### config.mk
export PLATFORM = sky130hd
export DESIGN_NAME = dr_codec
export DESIGN_NICKNAME = d
export VERILOG_FILES = /design/src/rtl/dr_pkg.sv /design/src/rtl/dr_cnode.sv /design/src/rtl/dr_ctree.sv /design/src/rtl/dr_encoder.sv /design/src/rtl/dr_decoder.sv /design/src/rtl/dr_codec.sv
export SDC_FILE = /design/constraint.sdc
export NUM_CORES = 1
export LEC_CHECK = 0
export BUFFER_PORTS_ARGS = -buffer_cell sky130_fd_sc_hd__buf_2
export CAP_MARGIN = 15
export CORE_ASPECT_RATIO = 0.5
export CORE_MARGIN = 4
export CORE_UTILIZATION = 27
export CTS_BUF_LIST = sky130_fd_sc_hd__clkbuf_16
export CTS_CLUSTER_DIAMETER = 100
export CTS_CLUSTER_SIZE = 16
export DETAILED_ROUTE_END_ITERATION = 8
export HOLD_SLACK_MARGIN = 0.12
export PLACE_DENSITY = 0.62
export SYNTH_ARGS = -nofsm -noshare
export SYNTH_HDL_FRONTEND = slang
export SYNTH_SLANG_ARGS = --single-unit
### constraint.sdc
create_clock -name clk -period 1.2 [get_ports clk]
set_clock_uncertainty 0.1 [all_clocks]
set_input_delay 0.12 -clock clk [delete_from_list [all_inputs] [get_ports clk]]
set_output_delay 0.12 -clock clk [all_outputs]
set_load 0.05 [all_outputs]
### src/rtl/dr_pkg.sv
package dr_pkg;

  typedef enum logic {
    ENC_SPACER = 1'b0,
    ENC_DATA   = 1'b1
  } enc_state_e;

  // Smallest number of levels so that a**levels >= w, at least one.
  function automatic int tree_levels(input int w, input int a);
    int lv;
    int cap;
    lv  = 1;
    cap = a;
    while (cap < w) begin
      cap = cap * a;
      lv  = lv + 1;
    end
    return lv;
  endfunction

  function automatic int pow_i(input int b, input int e);
    int r;
    r = 1;
    for (int k = 0; k < e; k++) r = r * b;
    return r;
  endfunction

  // Index of the first node of level lv in the flat node vector.
  function automatic int node_off(input int nleaf, input int a, input int lv);
    int off;
    int cnt;
    off = 0;
    cnt = nleaf;
    for (int k = 0; k < lv; k++) begin
      off = off + cnt;
      cnt = cnt / a;
    end
    return off;
  endfunction

endpackage

### src/rtl/dr_cnode.sv
module dr_cnode #(
  parameter int FAN_IN = 4
) (
  input  logic              clk,
  input  logic              rst_n,
  input  logic [FAN_IN-1:0] in_bits,
  output logic              q
);

  logic all_hi;
  logic all_lo;

  assign all_hi = &in_bits;
  assign all_lo = ~|in_bits;

  always_ff @(posedge clk) begin
    if (!rst_n)      q <= 1'b0;
    else if (all_hi) q <= 1'b1;
    else if (all_lo) q <= 1'b0;
  end

endmodule

### src/rtl/dr_ctree.sv
module dr_ctree
  import dr_pkg::*;
#(
  parameter int DATA_W = 8,
  parameter int FAN_IN = 4
) (
  input  logic              clk,
  input  logic              rst_n,
  input  logic [DATA_W-1:0] lane_valid,
  output logic              done
);

  localparam int LEVELS = tree_levels(DATA_W, FAN_IN);
  localparam int NLEAF  = pow_i(FAN_IN, LEVELS);
  localparam int TOTAL  = node_off(NLEAF, FAN_IN, LEVELS) + 1;

  wire [TOTAL-1:0] node;

  // Leaves: spare leaves repeat lane 0, which leaves the hysteresis unchanged.
  for (genvar j = 0; j < NLEAF; j++) begin : g_leaf
    if (j < DATA_W) begin : g_real
      assign node[j] = lane_valid[j];
    end else begin : g_pad
      assign node[j] = lane_valid[0];
    end
  end

  for (genvar lv = 0; lv < LEVELS; lv++) begin : g_lvl
    localparam int CNT_IN  = NLEAF / pow_i(FAN_IN, lv);
    localparam int CNT_OUT = CNT_IN / FAN_IN;
    localparam int OFF_IN  = node_off(NLEAF, FAN_IN, lv);
    localparam int OFF_OUT = OFF_IN + CNT_IN;
    for (genvar n = 0; n < CNT_OUT; n++) begin : g_node
      dr_cnode #(.FAN_IN(FAN_IN)) u_node (
        .clk     (clk),
        .rst_n   (rst_n),
        .in_bits (node[OFF_IN + n*FAN_IN +: FAN_IN]),
        .q       (node[OFF_OUT + n])
      );
    end
  end

  assign done = node[TOTAL-1];

endmodule

### src/rtl/dr_encoder.sv
module dr_encoder
  import dr_pkg::*;
#(
  parameter int DATA_W = 8
) (
  input  logic                clk,
  input  logic                rst_n,
  input  logic                tx_req,
  input  logic [DATA_W-1:0]   tx_word,
  output logic [2*DATA_W-1:0] tx_rail
);

  function automatic logic [2*DATA_W-1:0] word_to_rails(input logic [DATA_W-1:0] w);
    logic [2*DATA_W-1:0] r;
    for (int i = 0; i < DATA_W; i++) begin
      r[2*i+1] = w[i];
      r[2*i]   = ~w[i];
    end
    return r;
  endfunction

  enc_state_e state;

  always_ff @(posedge clk) begin
    if (!rst_n) begin
      state   <= ENC_SPACER;
      tx_rail <= '0;
    end else begin
      unique case (state)
        ENC_SPACER: if (tx_req) begin
          tx_rail <= word_to_rails(tx_word);
          state   <= ENC_DATA;
        end
        ENC_DATA: if (!tx_req) begin
          tx_rail <= '0;
          state   <= ENC_SPACER;
        end
        default: state <= ENC_SPACER;
      endcase
    end
  end

endmodule

### src/rtl/dr_decoder.sv
module dr_decoder #(
  parameter int DATA_W = 8
) (
  input  logic                clk,
  input  logic                rst_n,
  input  logic [2*DATA_W-1:0] rx_rail,
  input  logic                done,
  input  logic [DATA_W-1:0]   lane_bad,
  output logic [DATA_W-1:0]   rx_word,
  output logic                rx_err
);

  function automatic logic [DATA_W-1:0] rails_to_word(input logic [2*DATA_W-1:0] r);
    logic [DATA_W-1:0] w;
    for (int i = 0; i < DATA_W; i++) w[i] = r[2*i+1] & ~r[2*i];
    return w;
  endfunction

  logic done_q;
  logic done_rise;
  logic bad_seen;

  assign done_rise = done & ~done_q;
  assign bad_seen  = |lane_bad;

  always_ff @(posedge clk) begin
    if (!rst_n) begin
      done_q  <= 1'b0;
      rx_word <= '0;
      rx_err  <= 1'b0;
    end else begin
      done_q <= done;
      if (done_rise) rx_word <= rails_to_word(rx_rail);
      if (bad_seen)  rx_err  <= 1'b1;
    end
  end

endmodule

### src/rtl/dr_codec.sv
module dr_codec #(
  parameter int DATA_W = 8,
  parameter int FAN_IN = 4
) (
  input  logic                clk,
  input  logic                rst_n,
  input  logic                tx_req,
  input  logic [DATA_W-1:0]   tx_word,
  output logic [2*DATA_W-1:0] tx_rail,
  input  logic [2*DATA_W-1:0] rx_rail,
  output logic                rx_done,
  output logic [DATA_W-1:0]   rx_word,
  output logic                rx_err
);

  // A pair is valid when exactly one wire is high; both high is illegal.
  function automatic logic [DATA_W-1:0] pair_valid(input logic [2*DATA_W-1:0] r);
    logic [DATA_W-1:0] v;
    for (int i = 0; i < DATA_W; i++) v[i] = r[2*i+1] ^ r[2*i];
    return v;
  endfunction

  function automatic logic [DATA_W-1:0] pair_bad(input logic [2*DATA_W-1:0] r);
    logic [DATA_W-1:0] b;
    for (int i = 0; i < DATA_W; i++) b[i] = r[2*i+1] & r[2*i];
    return b;
  endfunction

  logic [DATA_W-1:0] lane_valid;
  logic [DATA_W-1:0] lane_bad;

  assign lane_valid = pair_valid(rx_rail);
  assign lane_bad   = pair_bad(rx_rail);

  dr_encoder #(.DATA_W(DATA_W)) u_enc (
    .clk     (clk),
    .rst_n   (rst_n),
    .tx_req  (tx_req),
    .tx_word (tx_word),
    .tx_rail (tx_rail)
  );

  dr_ctree #(.DATA_W(DATA_W), .FAN_IN(FAN_IN)) u_tree (
    .clk        (clk),
    .rst_n      (rst_n),
    .lane_valid (lane_valid),
    .done       (rx_done)
  );

  dr_decoder #(.DATA_W(DATA_W)) u_dec (
    .clk      (clk),
    .rst_n    (rst_n),
    .rx_rail  (rx_rail),
    .done     (rx_done),
    .lane_bad (lane_bad),
    .rx_word  (rx_word),
    .rx_err   (rx_err)
  );

endmodule

==> results.md, run 1 <==
* Status: finished clean
* IO Pins at 53
* Chip Width at 108 µm
* Core area at 0.00459 mm²
* Relative slew margins at 0.770
* Die H at 58.0 µm
* WS Path Type: flip-flop to primary output
* CTS H-tree depth at 2
* Total CTS buffers at 5
* Dpl cell area at 0.00175 mm²
* CTS Sinks at 31
* Post-Route WL at 3.10 mm
* Pre-antenna DRT Iters at 4
* R2R Path Start: u_tree.g_lvl[1].g_node[0].u_node.q
* Overall Power at 2650 µW
* Clk_lat worst skew at 0.27 ns
* Worst Hold Launch: rx_rail[5]
* RSZ-0062 raised after global routing: false
* Yosys warns at 0
* Via Count at 1200
* Clock tree buffer depth at 2
* Max Slew Vio Count at 0
* Fmax at 868 MHz
* Synth Cell Area at 0.00135 mm²
* Dpl cells at 263
* Share of layout cells above drive strength 1 at 0.338
* Fin cells at 282
* Hold Fails Final Rpt at 0
* Die Area at 0.00625 mm²
* Via density at 4.26
* PortBufs at 52
* Area grow syn2layout at 49.2%
* Final setup viols at 0
* RD Place Congestion at 0.701
* Crit start category: flip-flop
* Sequential area share after synthesis at 0.461
* Rows at 17
* Register Area at 624 µm²
* Total global routing overflow at 0
* MaxCap Viol Count at 0
* Pwr Density at 1320 mW/mm²
* First DRT Iteration DRCs at 20
* Number of global-route vias before repair at 1161
* Crit end category: primary output
* # DRC at 0
* CTS tree: done
* ANT cells at 0
* Register bit total from synthesis at 31
* Critical path launch point: u_tree.g_lvl[1].g_node[0].u_node.q
* Root cell of the clock tree: clkbuf_16
* First-pass GRT wire length at 5.06 mm
* Pleak at 0.000976 µW
* Worst-path fanout max at 4
* Clock transition at the registers of the reported paths at 0.05 ns
* Post-route ant nets at 0
* Drt wl/cell at 11.0 µm
* Multi-input gate area at 666 µm²
* CP required at 0.98 ns
* Worst-Margin Slew at 0.342 ns
* Max IR drop VDD at 505 µV
* Initial antenna violation count at 0
* Initial Util at 0.293
* Final #Nets at 258
* Post-DP HPWL at 2.42 mm
* Syn_nets at 183
* Synthesized area per cell at 9.63 µm²
* Fill count at 468
* Crit path DAT at 0.93 ns
* Post-synthesis instance total at 140
* Design area at 0.00201 mm²
* Largest net degree at the start of global routing at 21
* Count of cell types in the netlist at 25
* Final Cycle Share at 0.960
* GRT Total Usage at 0.103
* Hold Path Class: input pin to flip-flop
* Min Tclk post-route at 1.15 ns
[routing by layer]
metal	GRT usage	vias up	wire length [µm]
li1	-	619	-
met1	0.113	562	1300
met2	0.186	17	1610
met3	0.0367	2	169
met4	0.0432	0	27
met5	0	-	0
[synthesized netlist by cell type]
master / n / area, µm²
inv_2: 1 / 3.75
a22oi_1: 8 / 60.1
nand2b_1: 8 / 50.1
nor2_1: 18 / 67.6
buf_2: 2 / 10.0
nand3_1: 1 / 5.00
a31oi_1: 1 / 6.26
nor4_1: 1 / 6.26
inv_1: 9 / 33.8
nor2b_1: 1 / 6.26
and2b_4: 1 / 10.0
ha_1: 16 / 200
nand2_1: 9 / 33.8
and2_1: 3 / 18.8
or4_1: 1 / 7.51
o21ai_0: 2 / 10.0
mux2i_1: 8 / 80.1
nor3_1: 2 / 10.0
buf_1: 2 / 7.51
buf_6: 1 / 11.3
dfxtp_1: 31 / 621
o21bai_1: 1 / 7.51
xnor2_2: 1 / 16.3
a21oi_1: 11 / 55.1
a41o_1: 1 / 10.0
[layout make-up]
cell class / instances / share of cell area
inverters: 10 / 0.0199
flip-flops and latches: 31 / 0.311
well taps: 66 / 0.0411
clock buffers: 5 / 0.0622
clock inverters: 3 / 0.00622
repair buffers: 73 / 0.229
multi-input cells: 94 / 0.331
[through the flow]
stage	TNS, ns	setup WS, ns	hold WS [ns]	utilization
final	0	0.0474	0.138	0.438
after floorplan	-0.0270	-0.00338	0.141	-
after detailed placement	-0.224	-0.146	0.291	0.382
after global routing	0	0.00180	0.151	0.438
after global placement	-0.203	-0.130	0.283	0.382
after CTS	0	0.00530	0.141	0.435
[worst paths after layout]
check / depth (start not counted) / slack [ns] / end
setup reg to reg: 4 / 0.08 / u_dec.rx_word[0]
setup / recovery: 2 / 0.05 / rx_done
hold reg to reg: 2 / 0.35 / u_enc.tx_rail[4]
hold / removal: 4 / 0.14 / u_dec.rx_word[2]
[report_power, final]
part	internal, µW	switching [µW]
sequential	1070	20.9
clock	745	391
combinational	170	252
[worst max-delay path: stages (launching register included)]
cell and delay [ns]:
dfxtp_4 0.33, buf_4 0.13, clkbuf_4 0.20
[registers in the layout, indices dropped and copies added (netlist names)]
signal / cells
u_dec.done_q: 1
u_dec.rx_err: 1
u_dec.rx_word: 8
u_enc.state: 1
u_enc.tx_rail: 16
u_tree.g_lvl.g_node.u_node.q: 4
[what timing repair did]
action                                  4_1_cts  5_1_grt
setup buffers                                 0        0
gates resized for setup                       0        3
endpoints found under the setup margin        0        7
hold buffers                                 11        0
hold endpoints to repair                     20        0
[placed cells by master, fill, tap and decap left out]
cell type / count
nor3_1: 2
and2_1: 3
o21bai_1: 1
nand2b_1: 8
nand3_1: 1
a41o_1: 1
clkbuf_16: 5
buf_12: 1
or4_1: 1
inv_4: 1
a31oi_1: 1
nor2b_1: 1
a21oi_1: 11
nand2_1: 9
a22oi_2: 1
nor2_1: 18
inv_1: 11
o21ai_0: 2
mux2i_1: 8
buf_2: 51
dfxtp_1: 30
clkinv_2: 1
a22oi_1: 7
and2b_4: 1
nor4_1: 1
clkbuf_4: 1
buf_4: 9
dlygate4sd3_1: 11
dfxtp_4: 1
ha_1: 16
xnor2_2: 1
[cells by family after synthesis]
family                     after synthesis  share of synthesized area
AOI/OAI and AO/OA                       24                      0.110
xor gates and xnor gates                 1                     0.0121
adders and majority gates               16                      0.149
buffers and inverters                   15                     0.0492
DFF                                     31                      0.461
muxes                                    8                     0.0594
and+or+nand+nor                         45                      0.160
No activity file was read; power rests on OpenSTA's default activity.
==> run 2: changes to the inputs <==
--- a/config.mk
+++ b/config.mk
@@ -5,7 +5,7 @@
 export SDC_FILE = /design/constraint.sdc
 export NUM_CORES = 1
 export LEC_CHECK = 0
-export BUFFER_PORTS_ARGS = -buffer_cell sky130_fd_sc_hd__buf_2
+export BUFFER_PORTS_ARGS = -buffer_cell sky130_fd_sc_hd__buf_4
 export CAP_MARGIN = 15
 export CORE_ASPECT_RATIO = 0.5
 export CORE_MARGIN = 4
@@ -15,7 +15,6 @@
 export CTS_CLUSTER_SIZE = 16
 export DETAILED_ROUTE_END_ITERATION = 8
 export HOLD_SLACK_MARGIN = 0.12
-export PLACE_DENSITY = 0.62
 export SYNTH_ARGS = -nofsm -noshare
 export SYNTH_HDL_FRONTEND = slang
 export SYNTH_SLANG_ARGS = --single-unit
==> run 2 against run 1 <==
  * Setup slack improved by 0.016 ns
  * Count of clock-buffer cells in the layout unchanged
  * Flip-flop and latch count unchanged
  * Utilization increased by 2.8 points
  * Design area increased by 6.4%
  * Final cell count decreased by 0.71%
  * Maximum frequency increased by 1.4%
  * First-iteration DRC count increased by 100%
  * Critical path type is now flip-flop to flip-flop
  * Largest power group unchanged
==> results.md, run 2 (synthesized netlist as in run 1, its figures left out) <==
* Status: finished clean
* Critical path launch point: u_tree.g_lvl[1].g_node[0].u_node.q
* Initial antenna violation count at 0 (unchanged)
* First-pass GRT wire length at 5.51 mm (+8.9%)
* Max Slew Vio Count at 0 (unchanged)
* Most frequent cells in the layout: buf_4 (59), dfxtp_1 (30), nor2_1 (18)
* Worst-Margin Slew at 0.271 ns (-0.0708 ns)
* Drt wl/cell at 12.2 µm (+10%)
* Number of global-route vias before repair at 1171 (+0.86%)
* Final #Nets at 256 (-0.78%)
* Pleak at 0.000992 µW (+1.7%)
* Worst-path fanout max at 4 (unchanged)
* R2R depth at 4 (unchanged)
* Root cell of the clock tree: clkbuf_16
* RSZ-0062 raised after global routing: false
* Worst Hold Launch: rx_rail[7]
* First DRT Iteration DRCs at 40 (+100%)
* Dpl cell area at 0.00186 mm² (+5.9%)
* Relative slew margins at 0.818 (+0.0476)
* R2R Path Start: u_tree.g_lvl[1].g_node[0].u_node.q
* Post-route ant nets at 0 (unchanged)
* Hold Path Class: input pin to flip-flop
* Multi-input gate area at 667 µm² (+0.19%)
* Largest net degree at the start of global routing at 17 (-19%)
* CP Depth at 4 (+2)
* Total global routing overflow at 0 (unchanged)
* Top flop regs: u_enc.tx_rail x16, u_dec.rx_word x8, u_tree.g_lvl.g_node.u_node.q x4
* Via density at 4.33 (+1.7%)
* Worst setup endpoint: u_dec.rx_word[4]
* GRT Total Usage at 0.112 (+0.00880)
* Crit end category: flip-flop
* Biggest register: u_enc.tx_rail
* Total CTS buffers at 5 (unchanged)
* Final Cycle Share at 0.947 (-0.0130)
* Reg2Reg Capture Point: u_dec.rx_word[4]
* MaxCap Viol Count at 0 (unchanged)
* Crit-path slowest cell: dfxtp_4
* Crit start category: flip-flop
* Final setup viols at 0 (unchanged)
* Overall Power at 2930 µW (+11%)
* Commonest non-fill, non-tap cell in the layout: buf_4
* PortBufs at 52 (unchanged)
* Post-Route WL at 3.40 mm (+9.7%)
* Pwr Density at 1370 mW/mm² (+4.0%)
* Hold Fails Final Rpt at 0 (unchanged)
* Share of layout cells above drive strength 1 at 0.341 (+0.00316)
* Chip Width at 108 µm (unchanged)
* Clk_lat worst skew at 0.27 ns (about the same)
* Reg2reg setup slack at 0.06 ns (-0.02 ns)
* # DRC at 0 (unchanged)
* CP required at 1.25 ns (+0.27 ns)
* Worst path top cell family by delay: flip-flops
* Die H at 58.0 µm (unchanged)
* Clock tree buffer depth at 2 (unchanged)
* Via Count at 1212 (+1.0%)
* Crit path DAT at 1.19 ns (+0.26 ns)
* Register Area at 624 µm² (unchanged)
* Min Tclk post-route at 1.14 ns (-0.0156 ns)
* Pre-antenna DRT Iters at 4 (unchanged)
* Worst setup margin at 0.0631 ns (+0.0156 ns)
* Die Area at 0.00625 mm² (unchanged)
* IO Pins at 53 (unchanged)
* Core area at 0.00459 mm² (unchanged)
* CTS H-tree depth at 2 (unchanged)
* RD Place Congestion at 0.717 (+2.2%)
* Buf+Inv Stages, Crit Path at 1 (-1)
* CP cell instances: nor2b_2 -> buf_4 -> mux2i_2 -> nor2_1
* WS Path Type: flip-flop to flip-flop
* CTS tree: done
* Area grow syn2layout at 58.8%
* Dpl ws at -0.144 ns (+0.00202 ns)
* Fill count at 461 (-1.5%)
* Fmax at 880 MHz (+1.4%)
* Initial Util at 0.293 (unchanged)
* Max IR drop VDD at 546 µV (+8.0%)
* CTS Sinks at 31 (unchanged)
* Rows at 17 (unchanged)
* Post-DP HPWL at 2.57 mm (+6.4%)
* Design area at 0.00214 mm² (+6.4%)
* Largest stage delay, worst path at 0.33 ns (about the same)
* ANT cells at 0 (unchanged)
* Max reg flops at 16 (unchanged)
* Clock transition at the registers of the reported paths at 0.05 ns (about the same)
run 2: changes by cell type in the layout (fill, tap and decap cells not counted), sizes merged:
cell,previous run,this run
bufinv,0,1
clkbuf,6,5
buf,61,60
clkinv,1,2
inv,12,10
run 2: where the power goes:
| group | total (µW) | switching (µW) | internal [µW] |
|---|---|---|---|
| combinational | 460 | 252 | 208 |
| sequential | 1090 | 23.1 | 1070 |
| clock | 1380 | 415 | 965 |
| total | 2930 | 691 | 2240 |
run 2: worst reg2reg max path, stage by stage, from the launching register on:
cell     delay, ns
dfxtp_4       0.33
nor2b_2       0.14
buf_4         0.16
mux2i_2       0.22
nor2_1        0.07
run 2: final cells by class:
type,count,area share
clock buffers,5,0.0585
clock inverters,3,0.0181
inverters,10,0.0175
multi-input cells,94,0.312
flip-flops and latches,31,0.292
well taps,66,0.0386
repair buffers,71,0.264
run 2: how the worst min path moves through the flow:
stage                                               endpoint  slack [ns]  cells past startpoint
after floorplan           u_tree.g_lvl[1].g_node[0].u_node.q        0.14                      1
after global placement    u_tree.g_lvl[1].g_node[0].u_node.q        0.26                      2
after detailed placement  u_tree.g_lvl[1].g_node[0].u_node.q        0.27                      2
after CTS                                   u_dec.rx_word[2]        0.14                      4
after global routing                        u_dec.rx_word[2]        0.16                      4
final                                       u_dec.rx_word[3]        0.14                      4
run 2: layer usage:
layer	up-vias	part of all wire	GRT usage
met3	4	0.052	0.0345
met5	-	0	0
met4	0	0.012	0.0378
li1	611	-	-
met2	26	0.54	0.197
met1	571	0.40	0.132
run 2: stage by stage:
stage	hold WS, ns	instances	TNS [ns]	utilization
3_5_place_dp	0.268	261	-0.144	0.404
4_1_cts	0.138	280	0	0.464
5_1_grt	0.162	280	0	0.466
3_3_place_gp	0.265	261	-0.147	0.404
6_report	0.136	280	0	0.466
2_1_floorplan	0.141	140	-0.0270	-
run 2: repair_timing:
action,in CTS,in global routing
gates resized for setup,0,3
hold buffers,11,0
setup buffers,0,0
hold endpoints to repair,20,0
setup endpoints to repair,0,4
==> run 3: changes to the inputs <==
--- a/config.mk
+++ b/config.mk
@@ -9,12 +9,13 @@
 export CAP_MARGIN = 15
 export CORE_ASPECT_RATIO = 0.5
 export CORE_MARGIN = 4
-export CORE_UTILIZATION = 27
+export CORE_UTILIZATION = 43
 export CTS_BUF_LIST = sky130_fd_sc_hd__clkbuf_16
 export CTS_CLUSTER_DIAMETER = 100
 export CTS_CLUSTER_SIZE = 16
 export DETAILED_ROUTE_END_ITERATION = 8
 export HOLD_SLACK_MARGIN = 0.12
+export PLACE_DENSITY = 0.75
 export SYNTH_ARGS = -nofsm -noshare
 export SYNTH_HDL_FRONTEND = slang
 export SYNTH_SLANG_ARGS = --single-unit
==> run 3 against run 2 <==
  * Maximum frequency decreased by 1.4%
  * Clock power fell by 16%
  * Sequential power is essentially flat
  * Setup slack worse by 0.016 ns
  * Power decreased by 7.7%
==> results.md, run 3 (synthesized netlist as in run 1, its figures left out) <==
* Rows at 14 (-3)
* Final #Nets at 255 (-0.39%)
* Worst setup endpoint: u_enc.tx_rail[5]
* R2R depth at 3 (-1)
* Setup TNS at 0 ns (unchanged)
* Final Cycle Share at 0.961 (+0.0137)
* MaxCap Viol Count at 0 (unchanged)
* Via Count at 1211 (-0.083%)
* RSZ-0062 raised after global routing: false
* Largest stage delay, worst path at 0.55 ns (+0.22 ns)
* Max reg flops at 16 (unchanged)
* Die H at 47.6 µm (-18%)
* Critical path launch point: rst_n
* Total global routing overflow at 0 (unchanged)
* Post-route ant nets at 0 (unchanged)
* Top flop regs: u_enc.tx_rail x16, u_dec.rx_word x8, u_tree.g_lvl.g_node.u_node.q x4
* Crit end category: flip-flop
* CTS Sinks at 31 (unchanged)
* GRT Total Usage at 0.161 (+0.0483)
* Hold Path Class: input pin to flip-flop
* R2R Path Start: u_enc.state
* First DRT Iteration DRCs at 26 (-35%)
* Min-Delay Path Depth at 4 (unchanged)
* Commonest non-fill, non-tap cell in the layout: buf_4
* Crit-path slowest cell: dlygate4sd3_1
* Clock transition at the registers of the reported paths at 0.05 ns (about the same)
* Post-DP HPWL at 2.33 mm (-9.6%)
* Core area at 0.00300 mm² (-35%)
* Reg2Reg Capture Point: u_enc.tx_rail[5]
* Via density at 4.79 (+11%)
* Most frequent cells in the layout: buf_4 (56), dfxtp_1 (30), nor2_1 (18)
* Initial Util at 0.450 (+0.157)
* Number of post-CTS setup repair buffers at 0 (unchanged)
* Post-Route WL at 3.11 mm (-8.6%)
* Die Area at 0.00415 mm² (-34%)
* CTS H-tree depth at 2 (unchanged)
* First-pass GRT wire length at 4.97 mm (-9.8%)
* Drt wl/cell at 12.3 µm (+1.1%)
* Dpl cell area at 0.00182 mm² (-2.2%)
* IO Pins at 53 (unchanged)
* Total CTS buffers at 5 (unchanged)
* Root cell of the clock tree: clkbuf_16
* Cell repeated most along the worst path: buf_4
* Number of global-route vias before repair at 1110 (-5.2%)
* Status: finished clean
* Largest net degree at the start of global routing at 17 (unchanged)
* Crit start category: input pin
* CTS tree: done
* Min Tclk post-route at 1.15 ns (+0.0165 ns)
* Initial antenna violation count at 0 (unchanged)
* Design area at 0.00208 mm² (-2.7%)
* Biggest register: u_enc.tx_rail
* Fin cells at 253 (-9.6%)
* CP required at 1.26 ns (about the same)
* Final setup viols at 0 (unchanged)
* Dpl cells at 234 (-10%)
* Reg2reg setup slack at 0.08 ns (+0.02 ns)
* # DRC at 0 (unchanged)
* PortBufs at 52 (unchanged)
* Pre-antenna DRT Iters at 4 (unchanged)
* Worst-path fanout max at 9 (+5)
* Worst-Margin Slew at 0.357 ns (+0.0862 ns)
* Max IR drop VDD at 884 µV (+62%)
* Clk_lat worst skew at 0.27 ns (about the same)
* Pleak at 0.000983 µW (-0.97%)
* Area grow syn2layout at 54.5%
* RD Place Congestion at 0.802 (+12%)
* Share of layout cells above drive strength 1 at 0.329 (-0.0125)
* WS Path Type: input pin to flip-flop
* Chip Width at 87.2 µm (-19%)
* Hold Fails Final Rpt at 0 (unchanged)
* CP cell instances: dlygate4sd3_1 -> buf_4 -> inv_2 -> buf_4 -> nor2_1
* Max Slew Vio Count at 0 (unchanged)
* Crit path DAT at 1.21 ns (+0.02 ns)
* Fmax at 867 MHz (-1.4%)
* Pwr Density at 1300 mW/mm² (-5.1%)
* ANT cells at 0 (unchanged)
* Clock tree buffer depth at 2 (unchanged)
* Relative slew margins at 0.760 (-0.0580)
run 3: changes by cell type in the layout (fill, tap and decap cells not counted), sizes merged:
cell / before / now
bufinv: 1 / 0
inv: 10 / 12
buf: 60 / 59
clkinv: 2 / 1
run 3: critical path, delay by kind of cell:
family	cells	cell delay [ns]
buf+inv	4	1.03
simple gates	1	0.06
run 3: area by class of cell:
class / count / area [µm²]
Fill cell: 242 / 913
Multi-Input combinational cell: 94 / 668
Sequential cell: 31 / 624
Timing Repair Buffer: 70 / 564
Clock buffer: 5 / 125
Tap cell: 40 / 50.0
Inverter: 10 / 37.5
Clock inverter: 3 / 12.5
run 3: how the worst min path moves through the flow:
stage	start	endpoint	slack (ns)
after floorplan	rst_n	u_tree.g_lvl[1].g_node[0].u_node.q	0.14
after global placement	rst_n	u_tree.g_lvl[1].g_node[0].u_node.q	0.26
after detailed placement	rst_n	u_tree.g_lvl[1].g_node[0].u_node.q	0.26
after CTS	rx_rail[7]	u_dec.rx_word[3]	0.13
after global routing	rx_rail[1]	u_dec.rx_word[0]	0.14
final	rx_rail[7]	u_dec.rx_word[3]	0.13
run 3: metrics by stage:
stage               utilization  power, µW  setup WS, ns  hold slack [ns]
floorplan                     -       1360      -0.00338            0.141
global placement          0.606       1530        -0.138            0.259
CTS                       0.689       2730        0.0232            0.129
finish                    0.695       2710        0.0466            0.126
detailed placement        0.606       1540        -0.162            0.265
global route              0.695       2830       0.00992            0.143
run 3: what timing repair did:
item                                   4_1_cts  5_1_grt
hold buffers                                11        0
setup endpoints to repair                    0       17
gates resized for setup                      0        5
endpoints found under the hold margin       26        0
run 3: power by group:
part | total, µW | internal, µW | switching [µW]
combinational | 457 | 206 | 251
clock | 1160 | 746 | 411
sequential | 1090 | 1070 | 23.2
total | 2710 | 2020 | 685
run 3: per-layer routing:
metal	global-route usage	share of wire	routed length, µm
met5	0	0	0
met4	0.0550	0.0084	26
met3	0.0619	0.047	146
met2	0.296	0.52	1600
met1	0.178	0.43	1330
